--- config.mk ---
export PLATFORM = sky130hd
export DESIGN_NAME = chrono_lap_top
export DESIGN_NICKNAME = d
export VERILOG_FILES = /design/src/rtl/chrono_pkg.sv /design/src/rtl/chrono_divider.sv /design/src/rtl/chrono_bcd_digit.sv /design/src/rtl/chrono_time_counter.sv /design/src/rtl/chrono_ctrl.sv /design/src/rtl/chrono_scan.sv /design/src/rtl/chrono_lap_top.sv
export SDC_FILE = /design/constraint.sdc
export NUM_CORES = 1
export LEC_CHECK = 0
export ABC_CLOCK_PERIOD_IN_PS = 3050
export BUFFER_PORTS_ARGS = -buffer_cell sky130_fd_sc_hd__buf_2
export CAP_MARGIN = 25
export CORE_ASPECT_RATIO = 1.75
export CORE_UTILIZATION = 35
export CTS_CLUSTER_SIZE = 14
export DETAILED_ROUTE_END_ITERATION = 8
export PLACE_DENSITY = 0.59
export SETUP_SLACK_MARGIN = 0.4
export SYNTH_ARGS = -nofsm -noshare
export SYNTH_HDL_FRONTEND = slang
export SYNTH_SLANG_ARGS = --single-unit
--- constraint.sdc ---
create_clock -name clk -period 3.05 [get_ports clk]
set_input_delay 0.7625 -clock clk [delete_from_list [all_inputs] [get_ports clk]]
set_output_delay 0.7625 -clock clk [all_outputs]
set_load 0.005 [all_outputs]
--- src/rtl/chrono_pkg.sv ---
package chrono_pkg;

  localparam int unsigned NUM_DIGITS = 4;
  localparam int unsigned DIGIT_W    = 4;
  localparam int unsigned TIME_W     = NUM_DIGITS * DIGIT_W;

  typedef enum logic [1:0] {
    ST_IDLE  = 2'd0,
    ST_RUN   = 2'd1,
    ST_PAUSE = 2'd2,
    ST_LAPV  = 2'd3
  } sw_state_e;

  // Lit segments, active high, bit 0 = a ... bit 6 = g.
  function automatic logic [6:0] seg_lit(input logic [DIGIT_W-1:0] d);
    logic [6:0] s;
    case (d)
      4'd0:    s = 7'b0111111;
      4'd1:    s = 7'b0000110;
      4'd2:    s = 7'b1011011;
      4'd3:    s = 7'b1001111;
      4'd4:    s = 7'b1100110;
      4'd5:    s = 7'b1101101;
      4'd6:    s = 7'b1111101;
      4'd7:    s = 7'b0000111;
      4'd8:    s = 7'b1111111;
      4'd9:    s = 7'b1101111;
      default: s = 7'b0000000;
    endcase
    return s;
  endfunction

endpackage

--- src/rtl/chrono_divider.sv ---
module chrono_divider #(
  parameter int unsigned DIV = 4
) (
  input  logic clk,
  input  logic rst_n,
  input  logic en,
  input  logic clr,
  output logic tick
);
  localparam int unsigned W = (DIV > 1) ? $clog2(DIV) : 1;
  localparam logic [W-1:0] LAST = W'(DIV - 1);

  logic [W-1:0] cnt_q, cnt_d;
  logic         cnt_en;

  assign tick   = en && (cnt_q == LAST);
  assign cnt_en = clr || en;

  always_comb begin
    if (clr)       cnt_d = '0;
    else if (tick) cnt_d = '0;
    else           cnt_d = cnt_q + 1'b1;
  end

  always_ff @(posedge clk or negedge rst_n) begin
    if (!rst_n)      cnt_q <= '0;
    else if (cnt_en) cnt_q <= cnt_d;
  end
endmodule

--- src/rtl/chrono_bcd_digit.sv ---
module chrono_bcd_digit #(
  parameter logic [3:0] LIMIT = 4'd9
) (
  input  logic       clk,
  input  logic       rst_n,
  input  logic       clr,
  input  logic       inc,
  output logic [3:0] value
);
  logic [3:0] val_d;
  logic       upd;

  assign upd = clr || inc;

  always_comb begin
    if (clr)                 val_d = '0;
    else if (value == LIMIT) val_d = '0;
    else                     val_d = value + 4'd1;
  end

  always_ff @(posedge clk or negedge rst_n) begin
    if (!rst_n)   value <= '0;
    else if (upd) value <= val_d;
  end
endmodule

--- src/rtl/chrono_time_counter.sv ---
module chrono_time_counter
  import chrono_pkg::*;
(
  input  logic                                clk,
  input  logic                                rst_n,
  input  logic                                inc,
  input  logic                                clr,
  output logic [NUM_DIGITS-1:0][DIGIT_W-1:0]  digs
);
  logic [NUM_DIGITS-1:0] cy;

  assign cy[0] = inc;

  for (genvar i = 0; i < NUM_DIGITS; i++) begin : g_digit
    // The most significant digit counts seconds tens and stops at 5.
    localparam logic [3:0] LIM = (i == NUM_DIGITS - 1) ? 4'd5 : 4'd9;

    chrono_bcd_digit #(.LIMIT(LIM)) i_digit (
      .clk   (clk),
      .rst_n (rst_n),
      .clr   (clr),
      .inc   (cy[i]),
      .value (digs[i])
    );

    if (i < NUM_DIGITS - 1) begin : g_carry
      assign cy[i+1] = cy[i] && (digs[i] == LIM);
    end
  end
endmodule

--- src/rtl/chrono_ctrl.sv ---
module chrono_ctrl
  import chrono_pkg::*;
(
  input  logic      clk,
  input  logic      rst_n,
  input  logic      go,
  input  logic      halt,
  input  logic      zero,
  input  logic      lap,
  output sw_state_e state,
  output logic      count_en,
  output logic      clear,
  output logic      capture,
  output logic      show_lap
);
  sw_state_e state_d;

  always_comb begin
    state_d = state;
    case (state)
      ST_IDLE: begin
        if (go) state_d = ST_RUN;
      end
      ST_RUN: begin
        if (halt)     state_d = ST_PAUSE;
        else if (lap) state_d = ST_LAPV;
      end
      ST_LAPV: begin
        if (halt)     state_d = ST_PAUSE;
        else if (lap) state_d = ST_RUN;
      end
      ST_PAUSE: begin
        if (zero)    state_d = ST_IDLE;
        else if (go) state_d = ST_RUN;
      end
      default: state_d = ST_IDLE;
    endcase
  end

  always_ff @(posedge clk or negedge rst_n) begin
    if (!rst_n) state <= ST_IDLE;
    else        state <= state_d;
  end

  assign count_en = (state == ST_RUN) || (state == ST_LAPV);
  assign clear    = zero && ((state == ST_IDLE) || (state == ST_PAUSE));
  assign capture  = lap && !halt && (state == ST_RUN);
  assign show_lap = (state == ST_LAPV);
endmodule

--- src/rtl/chrono_scan.sv ---
module chrono_scan
  import chrono_pkg::*;
#(
  parameter int unsigned SCAN_DIV = 2
) (
  input  logic                               clk,
  input  logic                               rst_n,
  input  logic [NUM_DIGITS-1:0][DIGIT_W-1:0] digs,
  output logic [6:0]                         seg_n,
  output logic [NUM_DIGITS-1:0]              dig_en_n
);
  logic                  refresh;
  logic [NUM_DIGITS-1:0] sel_q;
  logic [NUM_DIGITS-1:0] sel_d;
  logic [DIGIT_W-1:0]    cur;

  chrono_divider #(.DIV(SCAN_DIV)) i_refresh (
    .clk   (clk),
    .rst_n (rst_n),
    .en    (1'b1),
    .clr   (1'b0),
    .tick  (refresh)
  );

  assign sel_d = {sel_q[NUM_DIGITS-2:0], sel_q[NUM_DIGITS-1]};

  always_ff @(posedge clk or negedge rst_n) begin
    if (!rst_n)       sel_q <= NUM_DIGITS'(1);
    else if (refresh) sel_q <= sel_d;
  end

  always_comb begin
    cur = '0;
    for (int i = 0; i < NUM_DIGITS; i++) begin
      if (sel_q[i]) cur = digs[i];
    end
  end

  assign seg_n    = ~seg_lit(cur);
  assign dig_en_n = ~sel_q;
endmodule

--- src/rtl/chrono_lap_top.sv ---
module chrono_lap_top
  import chrono_pkg::*;
#(
  parameter int unsigned TICK_DIV = 1_250_000,
  parameter int unsigned SCAN_DIV = 125_000
) (
  input  logic       clk,
  input  logic       rst_n,
  input  logic       btn_go,
  input  logic       btn_halt,
  input  logic       btn_zero,
  input  logic       btn_lap,
  output logic [6:0] seg_n,
  output logic [3:0] dig_en_n
);
  logic [1:0]  rst_pipe;
  logic        rst_sync_n;
  sw_state_e   state;
  logic        count_en, clear, capture, show_lap, hundredth;
  logic [NUM_DIGITS-1:0][DIGIT_W-1:0] live_digs;
  logic [TIME_W-1:0] live_val, lap_val, shown_val;

  // Reset asserts at once and leaves after two clock edges.
  always_ff @(posedge clk or negedge rst_n) begin
    if (!rst_n) rst_pipe <= 2'b00;
    else        rst_pipe <= {rst_pipe[0], 1'b1};
  end
  assign rst_sync_n = rst_pipe[1];

  chrono_ctrl i_ctrl (
    .clk      (clk),
    .rst_n    (rst_sync_n),
    .go       (btn_go),
    .halt     (btn_halt),
    .zero     (btn_zero),
    .lap      (btn_lap),
    .state    (state),
    .count_en (count_en),
    .clear    (clear),
    .capture  (capture),
    .show_lap (show_lap)
  );

  chrono_divider #(.DIV(TICK_DIV)) i_timebase (
    .clk   (clk),
    .rst_n (rst_sync_n),
    .en    (count_en),
    .clr   (!count_en),
    .tick  (hundredth)
  );

  chrono_time_counter i_time (
    .clk   (clk),
    .rst_n (rst_sync_n),
    .inc   (hundredth),
    .clr   (clear),
    .digs  (live_digs)
  );

  assign live_val = live_digs;

  always_ff @(posedge clk or negedge rst_n) begin
    if (!rst_n)       lap_val <= '0;
    else if (!rst_sync_n) lap_val <= '0;
    else if (clear)   lap_val <= '0;
    else if (capture) lap_val <= live_val;
  end

  assign shown_val = show_lap ? lap_val : live_val;

  chrono_scan #(.SCAN_DIV(SCAN_DIV)) i_scan (
    .clk      (clk),
    .rst_n    (rst_sync_n),
    .digs     (shown_val),
    .seg_n    (seg_n),
    .dig_en_n (dig_en_n)
  );
endmodule

* After elaboration in Yosys (flattened, before gate mapping) *
Memory sizes are Yosys's and may differ from the RTL's.
Cells that the tools add are included.

storage, ports and cells
  register bits after elaboration = 78
  ROM bits = 112
  word-level logic and storage cells = 73
  memories = 1

cells by class
  $add $sub $neg = 6
  eq/ne operators = 12
  mux-type cells = 26
  bitwise logic cells = 2
  reductions and logical operators = 16

memory list
  name              depth  bits a word  read ports  clocked after memory_dff  wr ports  RTL line          text
  (name not given)  16     7            1           0                         0         chrono_pkg.sv:17  case (d)

operators by type and width
  kind                   count
  $mux 16                4
  $mux 4                 12
  $mux 21                2
  $add 21x1->21 const B  1
  $eq 21x21->1 const B   1
  $add 17x1->17 const B  1
  $eq 17x17->1 const B   1
  $mux 17                1
  $add 4x1->4 const B    4
  $eq 4x4->1 const B     3
  $mux 2                 6
  $pmux 2 s4             1
  $logic_and 1x1->1      7
  $not 7->7              1
  $logic_or 1x1->1       6
  $ne 3x3->1 const B     2
  $eq 2x2->1 const B     2
  $eq 4x3->1 const B     1
  $not 4->4              1
  $ne 3x1->1 const B     1
  $eq 2x1->1 const B     1
  $logic_not 2->1        1
  $reduce_and 2->1       1
  $logic_not 1->1        1

* Depth between registers and ports, before layout *
An unclocked memory read counts as a cell.

  depth in word-level cells = 8
  gate-level depth with buffers = 11

* By module *
From an unflattened synthesis, not the netlist that was laid out.

second synthesis, totals
  cell total of the unflattened synthesis = 475
  area total of the unflattened synthesis = 4,795.8 µm²

by module, submodules not included
  module                                            instances  cells an instance  area each (µm²)  sequential area each (µm²)
  chrono_divider (i_timebase)                       1          120                1,154.9          525.5
  chrono_divider (i_scan.i_refresh)                 1          103                982.2            425.4
  chrono_lap_top                                    1          75                 969.7            450.4
  chrono_bcd_digit (i_time.g_digit[0].i_digit ...)  3          24                 237.7            100.1
  chrono_scan                                       1          65                 550.5            101.3
  chrono_bcd_digit (i_time.g_digit[3].i_digit)      1          22                 221.5            100.1
  chrono_ctrl                                       1          12                 136.4            50.0
  chrono_time_counter                               1          6                  67.6             0.0

* Worst setup path after synthesis *
OpenSTA, ideal clock, no wires.

  path kind = register to output
  start = register i_ctrl.state[1]
  end = output seg_n[6]
  arrival = 2.102 ns
  data required time = 2.288 ns
  path slack = 0.186 ns
  cell stages (with the launch flop) = 12
  buffers on the path = 2
  cell sequence = dfrtp_1 > buf_2 > nand2_2 > buf_4 > mux2i_1 > o221a_2 > o21a_1 > inv_1 > ha_1 > inv_1 > mux2_2 > a21oi_1

on the way
  longest elaborated chain between the ends = 8

ends and longest elaborated chain
  what                    RTL line              text
  start, declared         chrono_ctrl.sv:10     output sw_state_e state,
  start signal, assigned  chrono_ctrl.sv:42     else state <= state_d;
  $eq 2x2->1 *            chrono_ctrl.sv:48     assign show_lap = (state == ST_LAPV);
  $mux 16 *               chrono_lap_top.sv:69  assign shown_val = show_lap ? lap_val : live_val;
  $mux 4 (3 in series)    chrono_scan.sv:35     if (sel_q[i]) cur = digs[i];
  $mux 4 *                chrono_scan.sv:35
  $mem_v2 16x7 *          n/a
  $not 7->7 *             chrono_scan.sv:39     assign seg_n = ~seg_lit(cur);
  end, declared           chrono_lap_top.sv:13  output logic [6:0] seg_n,

Every way passes the cells marked *; elsewhere a longest branch is shown, timed or not.

* Final worst setup path *
  start = register i_ctrl.state[1]
  end = output seg_n[0]

Same word-level chain as after synthesis.

==> impl_metrics.toml <==
[run_status]
status = "finished with violations"
violations = "negative setup slack"

[grt]
antenna_found_initial = 0
grt_max_degree = 61
track_usage = 0.1685
grt_pass1_wl_mm = 16.15
grt_pass1_vias = 3402
grt_overflow = 0

[finish]
final_nets = 462
area_delta_synth_final_pct = 19.66
layoutNonFillerInstCount = 581
drive_gt1_frac = 0.2220
antenna_cells = 0
fillers = 1054

[power_and_ir_drop]
pwr-share-seq = 0.445
vdd_drop_max_mv = 0.3500
clkPwrFrac = 0.491
p_int_mw = 1.848
p_per_area_mw_per_mm2 = 484.4
leakage_nw = 2.245
p_sw_frac = 0.2296
p_comb_frac = 0.064
p_sw_mw = 0.5506

[timing]
setup_slack_ns = -0.03795
tightest_slew_ns = 0.7673
setup_viol = 4
min_period_over_period = 1.012
max_freq_mhz = 323.8
hold_violations = 0
final_max_slew_viol_count = 0
rsz0062_at_grt = "yes"
layout_min_cycle_time_ns = 3.088
clock_skew_ns = 0.006286
fin_tns_setup_ns = -0.1028
slew_headroom = 0.4884

[yosys]
yosysSeqAreaShare = 0.4720
synth_async_sr_flop_share = 1.000
ys_warn_count = 0
synth-edff-count = 0
synth_cell_types = 55
avgSynthCellArea_sq_um = 10.17
syn_area_sq_mm = 0.004138
synth-seq-cells = 78
synthFlopType = "dfrtp_1"
syn_nets = 428
syn_inst = 407

[route]
remaining_drc_errors = 0
drt_iter0_drc = 138
wl_mm = 9.617
vias = 3175
viasPerCell = 5.465
wl_per_cell_microns = 16.55
ant_nets = 0
dr.pass1.iters = 4

[worst_setup_path]
cpLargestDelayFamily = "compound AO/OA/AOI/OAI gates"
worstPathCellList = "nand2_4, buf_4, mux2i_1, o221a_2, a221o_1, nor3_2, a21oi_1, buf_2"
max_stage_delay_ns = 0.43
worstSetupStartpointType = "flop"
path_buf_inv = 2
crit_path_top_delay_cell = "dfrtp_2"
critical_path_class = "flop to output pin"
required_ns = 2.29
worstPathMaxFanout = 6
end_kind = "output pin"
arrival_ns = 2.33

[clock_network]
cts_max_level = 3
cts_root_buf = "clkbuf_16"
cts_max_path_buffers = 2
cts.sinks = 78
numCtsBuffers = 9
path_clk_slew_ns = 0.06
clk-insertion-delay-late_ns = 0.34
ctsHoldBuffers = 0
cts_tree = "done"

[die]
rows = 52
start_util = 0.3593
coreArea_sq_mm = 0.01152
die_x_microns = 84.19
die_y_microns = 145.8
io_pins = 17
die_area_sq_mm = 0.01228

[place]
gp_congestion = 0.8572
io_buffers = 16
place_inst = 555
dp_hpwl_mm = 6.666

[worst_hold_path]
hp-class = "primary input to async pin"

[job]
cap_violations = 0
registers in the layout, summed over array words and instances, names as in the netlist:
signal                        count
i_scan.i_refresh.cnt_q           17
i_ctrl.state                      2
lap_val                          16
i_time.g_digit.i_digit.value     16
rst_pipe                          2
i_scan.sel_q                      4
i_timebase.cnt_q                 21
cell families (layout without fill, tap and decap cells):
kind of cell             count (synthesis)  after routing  share of synthesized area
adder cells (fa/ha/maj)                 15             15                    0.04536
multiplexers                            25             25                    0.06138
XOR/XNOR                                32             32                    0.06774
AND/OR/NAND/NOR                        158            159                     0.1959
other                                    1              1                  0.0009063
buffers and inverters                   32             70                    0.03296
AO/OA/AOI/OAI                           66             66                     0.1237
flip-flops                              78             78                     0.4720
worst reg2reg max path: cells and delay by family (launching register included):
family                     cells  cell delay (ns)
and+or+nand+nor                4             1.23
adders and majority gates      1             0.22
AOI/OAI and AO/OA              2             0.45
DFF                            1             0.39
worst paths after layout:
path	depth (start not counted)	startpoint	to	slack, ns
setup / recovery	8	i_ctrl.state[1]$_DFFE_PN0P_	seg_n[0]	-0.04
hold / removal	1	rst_n	rst_pipe[0]$_DFF_PN0_	0.37
setup reg to reg	7	i_timebase.cnt_q[0]$_DFF_PN0_	i_time.g_digit[2].i_digit.value[3]$_DFFE_PN0P_	0.66
hold reg to reg	0	rst_pipe[0]$_DFF_PN0_	rst_pipe[1]$_DFF_PN0_	0.37
max in group asynchronous	1	rst_pipe[1]$_DFF_PN0_	i_ctrl.state[0]$_DFFE_PN0P_	2.04
min in group clk	0	rst_pipe[0]$_DFF_PN0_	rst_pipe[1]$_DFF_PN0_	0.37
metal layers:
layer | GRT usage | wire (microns) | vias to the layer above
met4 | 0.08966 | 262 | 0
met5 | 0 | 0 | -
li1 | - | - | 1510
met3 | 0.02950 | 189 | 18
met1 | 0.1695 | 3727 | 1591
met2 | 0.3221 | 5437 | 56
through the flow:
stage	area [sq um]	util	power, mW	worst slack (ns)	hold WS (ns)
after CTS	4876	0.4234	2.424	0.04061	0.3686
after floorplan	4154	-	1.174	0.2739	0.3311
after global routing	4951	0.4299	2.501	-0.1206	0.3778
final	4951	0.4299	2.398	-0.03795	0.3662
after global placement	4420	0.3839	1.219	0.2251	0.3395
after detailed placement	4420	0.3839	1.222	0.1779	0.3608
power by group through the flow:
stage          registers, mW  logic (mW)  clock network, mW
2_1_floorplan           1.09      0.0866                  0
3_3_place_gp            1.08       0.140                  0
3_5_place_dp            1.08       0.142                  0
4_1_cts                 1.07       0.155               1.20
5_1_grt                 1.07       0.171               1.26
6_report                1.07       0.154               1.18
cell type report:
class / instances / area (sq um) / area share
Clock buffer: 10 / 239.0 / 0.04827
Clock inverter: 6 / 93.84 / 0.01895
Tap cell: 135 / 168.9 / 0.03412
Timing Repair Buffer: 38 / 252.7 / 0.05105
Inverter: 16 / 62.56 / 0.01264
Sequential cell: 78 / 1957 / 0.3952
Multi-Input combinational cell: 298 / 2177 / 0.4397
cell usage in the layout (no fill, tap or decap), types with 3 or more instances in the layout:
cell type	count
mux2i_1	21
buf_4	20
xnor2_1	12
nor2b_1	3
and3_1	7
mux2_2	3
a21oi_1	7
clkbuf_16	9
ha_1	11
xor2_1	20
a22o_1	16
nand4_1	5
dfrtp_2	3
and4_1	5
nand3_1	23
inv_2	3
o21ai_0	9
o31ai_1	6
nor3_1	4
nor2_1	47
buf_2	16
a31o_2	3
and2_1	4
dfrtp_1	74
inv_1	12
nand2_1	38
synth_stat cells, types with 5 or more instances:
master | n | area (sq um)
o31ai_1 | 7 | 52.55
o21ai_0 | 12 | 60.06
inv_1 | 16 | 60.06
dfrtp_1 | 77 | 1927
nand3_1 | 23 | 115.1
xnor2_1 | 12 | 105.1
nand2_1 | 39 | 146.4
nand4_1 | 5 | 31.28
a22o_1 | 16 | 140.1
ha_1 | 15 | 187.7
mux2i_1 | 22 | 220.2
clkbuf_1 | 9 | 33.78
nor2_1 | 47 | 176.4
a21oi_1 | 8 | 40.04
nor3_1 | 6 | 30.03
xor2_1 | 20 | 175.2
and4_1 | 5 | 43.79
and3_1 | 8 | 50.05
timing repair:
item                       4_1_cts  5_1_grt
setup endpoints to repair        7        7
gates cloned                     1        0
pin swaps                        9        5
buffers inserted                 6        3
resized for setup               21       12
Power figures use the tool's default switching activity.
